<file path="config.mk">
export PLATFORM = sky130hd
export DESIGN_NAME = bmx_expander
export DESIGN_NICKNAME = d
export VERILOG_FILES = /design/src/rtl/bmx_pkg.sv /design/src/rtl/bmx_decode.sv /design/src/rtl/bmx_ctrl_bits.sv /design/src/rtl/bmx_lane_fill.sv /design/src/rtl/bmx_expander.sv
export SDC_FILE = /design/constraint.sdc
export NUM_CORES = 1
export LEC_CHECK = 0
export BUFFER_PORTS_ARGS = -buffer_cell sky130_fd_sc_hd__buf_2
export CAP_MARGIN = 20
export CORE_AREA = 2 2 139 141
export DETAILED_ROUTE_END_ITERATION = 10
export DIE_AREA = 0 0 141 143
export PLACE_DENSITY = 0.56
export SLEW_MARGIN = 10
export SYNTH_ARGS = -nofsm -noshare
export SYNTH_HDL_FRONTEND = slang
export SYNTH_SLANG_ARGS = --single-unit
</file>
<file path="constraint.sdc">
create_clock -name vclk -period 5.5
set_input_delay 1.1 -clock vclk [all_inputs]
set_output_delay 1.1 -clock vclk [all_outputs]
set_load 0.005 [all_outputs]
</file>
<file path="src/rtl/bmx_pkg.sv">
package bmx_pkg;
    localparam int VEC_W   = 128;
    localparam int LANE_W  = 8;
    localparam int NLANES  = VEC_W / LANE_W;
    localparam int NSIZES  = $clog2(NLANES) + 1;
    localparam int SEL_W   = 5;
    localparam int IMM_W   = 16;
    localparam logic [4:0] IMM_KEY = 5'h0A;

    typedef logic [2:0] size_t;

    typedef enum logic [1:0] {
        SRC_NONE   = 2'd0,
        SRC_GPR    = 2'd1,
        SRC_IMM    = 2'd2,
        SRC_SPREAD = 2'd3
    } src_mode_e;
endpackage

</file>
<file path="src/rtl/bmx_decode.sv">
module bmx_decode
    import bmx_pkg::*;
(
    input  logic [SEL_W-1:0] op_sel,
    input  logic [4:0]       imm_key,
    output src_mode_e        mode,
    output size_t            size,
    output logic             illegal
);
    logic imm_hit;
    logic size_ok;

    assign imm_hit = (imm_key == IMM_KEY);
    assign size_ok = (op_sel[2:0] < size_t'(NSIZES)) && !op_sel[3];

    always_comb begin
        mode    = SRC_NONE;
        size    = '0;
        illegal = 1'b0;
        unique case ({imm_hit, size_ok})
            2'b10, 2'b11: begin
                mode = SRC_IMM;
                size = '0;
            end
            2'b01: begin
                mode = op_sel[4] ? SRC_GPR : SRC_SPREAD;
                size = op_sel[2:0];
            end
            default: begin
                mode    = SRC_NONE;
                illegal = 1'b1;
            end
        endcase
    end
endmodule

</file>
<file path="src/rtl/bmx_ctrl_bits.sv">
module bmx_ctrl_bits
    import bmx_pkg::*;
(
    input  src_mode_e          mode,
    input  size_t              size,
    input  logic [NLANES-1:0]  gpr_low,
    input  logic [IMM_W-1:0]   imm_mask,
    input  logic [VEC_W-1:0]   vec_in,
    output logic [NLANES-1:0]  ctrl
);
    logic [NLANES-1:0] msb_tbl [NSIZES];
    logic [NLANES-1:0] keep;
    logic              unused_vec;

    assign unused_vec = ^vec_in;

    for (genvar s = 0; s < NSIZES; s++) begin : g_size
        localparam int EW = LANE_W << s;
        localparam int NE = NLANES >> s;
        for (genvar i = 0; i < NLANES; i++) begin : g_elem
            if (i < NE) begin : g_live
                assign msb_tbl[s][i] = vec_in[(i+1)*EW-1];
            end else begin : g_dead
                assign msb_tbl[s][i] = 1'b0;
            end
        end
    end

    always_comb begin
        for (int i = 0; i < NLANES; i++) begin
            keep[i] = (i < (NLANES >> size));
        end
    end

    always_comb begin
        ctrl = '0;
        unique case (mode)
            SRC_GPR:    ctrl = gpr_low & keep;
            SRC_IMM:    ctrl = imm_mask;
            SRC_SPREAD: ctrl = msb_tbl[size];
            SRC_NONE:   ctrl = '0;
        endcase
    end
endmodule

</file>
<file path="src/rtl/bmx_lane_fill.sv">
module bmx_lane_fill
    import bmx_pkg::*;
(
    input  size_t              size,
    input  logic [NLANES-1:0]  ctrl,
    output logic [VEC_W-1:0]   vec_out
);
    localparam int LIDX_W = $clog2(NLANES);

    for (genvar b = 0; b < NLANES; b++) begin : g_lane
        logic [LIDX_W-1:0] eidx;
        assign eidx = LIDX_W'(b) >> size;
        assign vec_out[b*LANE_W +: LANE_W] = {LANE_W{ctrl[eidx]}};
    end
endmodule

</file>
<file path="src/rtl/bmx_expander.sv">
module bmx_expander
    import bmx_pkg::*;
(
    input  logic [SEL_W-1:0] op_sel,
    input  logic [31:0]      instr_in,
    input  logic [63:0]      gpr_in,
    input  logic [VEC_W-1:0] vec_in,
    output logic [VEC_W-1:0] vec_out,
    output logic             illegal_op
);
    src_mode_e         mode;
    size_t             size;
    logic [NLANES-1:0] ctrl;
    logic [IMM_W-1:0]  imm_mask;
    logic              unused_in;

    assign imm_mask  = {instr_in[15:6], instr_in[20:16], instr_in[0]};
    assign unused_in = ^{instr_in[31:21], gpr_in[63:NLANES]};

    bmx_decode u_dec (
        .op_sel  (op_sel),
        .imm_key (instr_in[5:1]),
        .mode    (mode),
        .size    (size),
        .illegal (illegal_op)
    );

    bmx_ctrl_bits u_ctrl (
        .mode     (mode),
        .size     (size),
        .gpr_low  (gpr_in[NLANES-1:0]),
        .imm_mask (imm_mask),
        .vec_in   (vec_in),
        .ctrl     (ctrl)
    );

    bmx_lane_fill u_fill (
        .size    (size),
        .ctrl    (ctrl),
        .vec_out (vec_out)
    );
endmodule

</file>
==> results of run 1 <==
==> per-layer routing <==
layer	up-vias	track usage [%]	routed length (um)
met5	-	0	0
met4	0	3.79	435
met3	39	0.838	967
met2	239	21.6	6470
met1	1901	17.3	6080
li1	1942	-	-
==> cell type report <==
| cell class | count | area, um^2 |
|---|---|---|
| Timing Repair Buffer | 245 | 1370 |
| Multi-Input combinational cell | 332 | 2350 |
| Fill cell | 2091 | 14500 |
| Tap cell | 234 | 293 |
| Inverter | 16 | 60.1 |
==> placed cells by master (no fill, tap or decap), drive strengths merged, types with 5 or more instances in the layout <==
cell,n
o22ai,7
a31oi,9
o211ai,9
a211oi,15
nor2,35
o2111ai,8
nor3b,5
ha,8
o21ai,32
a21oi,24
nor3,10
buf,245
nand3,17
inv,15
nor4,6
mux2i,13
o221ai,5
nor2b,8
nand3b,5
and3,7
nand2,29
nand2b,8
==> final timing paths <==
path | from | endpoint | slack (ns) | cells after the start
max | instr_in[4] | vec_out[95] | 0.18 | 17
min | op_sel[1] | illegal_op | 2.78 | 5
==> cells by family after synthesis <==
logic type	Yosys count
compound gates	161
fa+ha+maj	8
buf+inv	166
mux	19
simple gates	144
==> timing repair <==
item,4_1_cts,5_1_grt
setup endpoints to repair,8,56
buffers inserted,0,1
pin swaps,0,4
resized for setup,1,8
==> per-stage QoR <==
step	power (uW)	cell area, um^2
floorplan	355	3400
global placement	437	4030
detailed placement	438	4030
CTS	440	4030
global route	488	4080
finish	443	4080
==> tightest hold or removal path, cell delays in order <==
cell and delay, ns:
buf_2 0.09, o21a_1 0.17, nor2_1 0.08, nor2_1 0.11
buf_2 0.12
==> power by group <==
part	leakage (uW)	internal [uW]	switching, uW
Clock	0	0	0
Sequential	0	0	0
Combinational	0.00197	201	242
==> flow_summary_export.csv, run 1 <==
group,metric,value,unit
timing,setup-tns-final,0,ns
placement,place_congestion,0.968,
synth,netlist_area,0.00337,mm^2
setup_path,required,4.40,ns
global_routing,grt_pass1_vias,3695,
synth,synth_top_area_cell,"buf_4",
die,initial_core_util,18.2,%
synth,synth_area_leaders,"buf_4 26%, o21ai_0 4.3%, mux2i_1 3.9%",
drt,ant_nets,0,
timing,setup_viol,0,
synth,yosysSeqAreaShare,0,%
synth,yosys.area_share.simple,23.1,%
synth,synthesis.nets,735,
timing,fmax,188,MHz
global_routing,grt_remaining_overflow,0,
pwr,p_per_area,109,mW/mm^2
layout,layout-drive-gt1-share,47.7,%
synth,ys.warnings.count,0,
setup_path,path_class,"input port to output port",
layout,nNetsFinal,832,
synth,synth_adder_area_share,2.97,%
pwr,leakagePower,0.00197,uW
layout,instances_no_fill,827,
timing,worst_slew_pin_slew,0.656,ns
synth,yosysMostFrequentCell,"buf_4",
drt,firstDrtPassIters,5,
synth,synth_common_cells,"115 x buf_4, 33 x nor2_1, 29 x o21ai_0, 27 x nand2_1, 24 x a21oi_1",
setup_path,cp_top_family,"compound AO/OA/AOI/OAI gates",
status,outcome,"complete, no violations",
drt,viasPerCell,4.98,
synth,synth_area_per_cell,6.77,um^2
die,die_w,141,um
timing,maxSlewHeadroom,55.8,%
placement,post-place-ws,-0.0335,ns
die,rows,50,
setup_path,worstSetupEndpointType,"output port",
synth,yosysTopAreaCellShare,25.6,%
layout,fin_util,21.9,%
layout,diodes,0,
synth,synth_top_family_by_area,"compound AO/OA/AOI/OAI gates",
synth,synth_compound_area_share,35.5,%
global_routing,grtUsageTotal,12.7,%
synth,synthMuxAreaShare,6.53,%
run,cap_violations,0,
setup_path,cp_data_arrival_time,4.22,ns
synth,synth.distinct_cells,70,
placement,place_inst,825,
layout,area_growth_syn_to_layout,20.8,%
pwr,vdd.ir_drop.worst,0.0000297,V
drt,vias,4121,
drt,drc,0,
timing,fin_ws,0.179,ns
global_routing,grt_max_degree,23,
setup_path,start_kind,"input port",
synth,synth_xor_area_share,0,%
die,die-area,0.0202,mm^2
global_routing,antenna_found_initial,0,
timing,hold-worst-slack,2.78,ns
worst_hold_path,hold_path_class,"input port to output port",
die,coreArea,0.0186,mm^2
layout,regArea,0,um^2
die,ios,358,
drt,drt_iter0_markers,304,
setup_path,cp_num_buf_inv,6,
setup_path,slowest_stage,"o311ai_1",
timing,final.min_clock_period,5.32,ns
clock_network,hold_buffers,0,
drt,wl_per_cell,16.9,um
timing,report.final.slew_viol_count,0,
timing,final-hold-violation-count,0,
setup_path,path_cells,"buf_2 > nor3b_2 > buf_4 > a211oi_2 > nand2_2 > inv_2 > ha_1 > buf_4 > o21ai_0 > nand2b_1 > and3_4 > a31oi_4 > mux2_2 > o2111a_1 > o311ai_1 > buf_4 > buf_2",
drt,wirelength,14000,um
setup_path,worst_path_largest_cell_delay,0.39,ns
die,die_y,143,um
layout,seq_cells,0,
placement,dpl.hpwl,11100,um
layout,n_clock_buffer,0,
synth,syn_inst,498,
placement,io_buffer_count,187,
global_routing,grt_pass1_wl,20500,um
timing,final.period_utilization,96.8,%
setup_path,crit_fanout,10,
setup_path,cp_common_cell,"buf_4",
(Power assumes the default switching activity.)
==> run 2, diff against run 1 <==
--- a/config.mk
+++ b/config.mk
@@ -10,7 +10,8 @@
 export CORE_AREA = 2 2 139 141
 export DETAILED_ROUTE_END_ITERATION = 10
 export DIE_AREA = 0 0 141 143
-export PLACE_DENSITY = 0.56
+export MAX_ROUTING_LAYER = met4
+export PLACE_DENSITY = 0.54
 export SLEW_MARGIN = 10
 export SYNTH_ARGS = -nofsm -noshare
 export SYNTH_HDL_FRONTEND = slang
==> constraint.sdc (replaced) <==
create_clock -name vclk -period 6
set_input_delay 1.2 -clock vclk [all_inputs]
set_output_delay 1.2 -clock vclk [all_outputs]
set_load 0.005 [all_outputs]
==> run 2 against run 1 <==
Compared with the run above:
- cell count down 0.60%
- wire length barely moved
- design area shrank 2.1%
- first-iteration DRC count increased by 31%
- total power down 12%
- critical path depth decreased by 2
- count of clock-buffer cells in the layout is the same
- hold slack better by 0.088 ns
- die area unchanged
- flip-flop and latch count stayed put
- non-clock buffer count fell by 5
- combinational power shrank 12%
- critical endpoint is now vec_out[76]
==> flow_summary_export.csv, run 2 (synthesized netlist as in run 1, its figures left out) <==
group,metric,value,unit
placement,place_inst,821,
timing,rsz0062_at_grt,"false",
setup_path,path_cells,"buf_2 > nor3b_2 > a211oi_2 > nand2_1 > inv_1 > ha_1 > buf_4 > or3_1 > nand3b_1 > nand3_1 > nand2_1 > o21bai_1 > a2111oi_0 > o31ai_2 > buf_2",
pwr,p_switching,217,uW
drt,drc,0,
pwr,pwr-share-seq,0,%
timing,final.min_clock_period,5.68,ns
drt,dr.max_layer_used,"met4",
timing,setup-tns-final,0,ns
global_routing,grt_remaining_overflow,0,
timing,final-hold-violation-count,0,
die,die_y,143,um
die,die-area,0.0202,mm^2
timing,worst_slew_pin_slew,0.798,ns
drt,wirelength,14000,um
drt,viasPerCell,4.93,
drt,wl_met1,6110,um
drt,vias,4056,
pwr,leakagePower,0.00193,uW
setup_path,slowest_stage,"a2111oi_0",
layout,nNetsFinal,827,
layout,regArea,0,um^2
layout,area_growth_syn_to_layout,18.3,%
timing,maxSlewHeadroom,45.9,%
die,rows,50,
placement,dpl.hpwl,11300,um
pwr,p_per_area,98.1,mW/mm^2
layout,final_cell_mix,"187 x buf_2, 53 x buf_4, 33 x nor2_1",
drt,wl_met3,984,um
setup_path,path_class,"input port to output port",
timing,setup_viol,0,
drt,drt_iter0_markers,399,
layout,layout-drive-gt1-share,45.6,%
pwr,pwr-share-clk,0,%
layout,seq_cells,0,
drt,dr_wl_met2,6480,um
drt,ant_nets,0,
setup_path,start_kind,"input port",
setup_path,startpoint,"instr_in[5]",
timing,final.period_utilization,94.6,%
drt,firstDrtPassIters,5,
die,die_w,141,um
die,coreArea,0.0186,mm^2
global_routing,grtUsageTotal,13.3,%
timing,fmax,176,MHz
timing,hold-worst-slack,2.86,ns
global_routing,grt_max_degree,26,
placement,place_congestion,0.974,
layout,final_common_cell,"buf_2",
timing,report.final.slew_viol_count,0,
worst_hold_path,hold_path_class,"input port to output port",
setup_path,cp_top_family,"simple AND/OR/NAND/NOR gates",
drt,wl_per_cell,17.0,um
die,ios,358,
setup_path,crit_fanout,8,
setup_path,worst_path_largest_cell_delay,0.52,ns
global_routing,grt_pass1_vias,3559,
setup_path,cp_num_buf_inv,4,
status,outcome,"complete, no violations",
global_routing,antenna_found_initial,0,
setup_path,worstSetupEndpointType,"output port",
run,cap_violations,0,
pwr,internal_power,175,uW
layout,instances_no_fill,822,
pwr,vdd.ir_drop.worst,0.0000382,V
setup_path,cp.depth,15,
global_routing,grt_pass1_wl,20700,um
pwr,comb_power_share,100.0,%
setup_path,crit_path_end,"vec_out[76]",
setup_path,required,4.80,ns
pwr,switching_share,55.4,%
setup_path,cp_data_arrival_time,4.48,ns
die,initial_core_util,18.2,%
placement,io_buffer_count,187,
layout,diodes,0,
layout,n_clock_buffer,0,
clock_network,hold_buffers,0,
## run 2: tightest hold or removal path, stage by stage
cell,delay [ns]
buf_2,0.15
nor2_1,0.08
nor2_1,0.10
buf_2,0.13
## run 2: power groups by stage
| stage | clock network, uW | logic [uW] | registers [uW] |
|---|---|---|---|
| final | 0 | 391 | 0 |
| after global routing | 0 | 431 | 0 |
| after CTS | 0 | 391 | 0 |
| after detailed placement | 0 | 390 | 0 |
| after global placement | 0 | 390 | 0 |
| after floorplan | 0 | 322 | 0 |
## run 2: what timing repair did
item | CTS | global route
resized for setup | 0 | 2
endpoints found under the hold margin | 0 | 0
endpoints found under the setup margin | 0 | 17
buffers inserted | 0 | 1
## run 2: how the worst min path moves through the flow
| stage | startpoint | to | slack, ns | depth (start not counted) |
|---|---|---|---|---|
| 2_1_floorplan | op_sel[0] | illegal_op | 2.71 | 3 |
| 3_3_place_gp | op_sel[3] | illegal_op | 2.90 | 4 |
| 3_5_place_dp | op_sel[3] | illegal_op | 2.86 | 4 |
| 4_1_cts | op_sel[3] | illegal_op | 2.87 | 4 |
| 5_1_grt | op_sel[3] | illegal_op | 2.90 | 4 |
| 6_report | op_sel[3] | illegal_op | 2.86 | 4 |
## run 2: layout make-up
class	instances	area, um^2
Fill cell	2101	14600
Inverter	16	60.1
Multi-Input combinational cell	332	2300
Tap cell	234	293
Timing Repair Buffer	240	1330
## run 2: per-layer routing
metal | up-vias | global-route usage (%)
li1 | 1926 | -
met5 | - | -
met1 | 1869 | 17.9
met3 | 27 | 0.671
met2 | 234 | 22.3
met4 | 0 | 2.84
## run 2: per-stage QoR
stage | setup WS, ns | area [um^2] | util (%) | power (uW)
4_1_cts | 0.326 | 3970 | 21.4 | 391
3_3_place_gp | 0.363 | 3970 | 21.4 | 390
2_1_floorplan | 0.00389 | 3370 | - | 322
5_1_grt | 0.0432 | 3990 | 21.5 | 431
6_report | 0.322 | 3990 | 21.5 | 391
3_5_place_dp | 0.328 | 3970 | 21.4 | 390
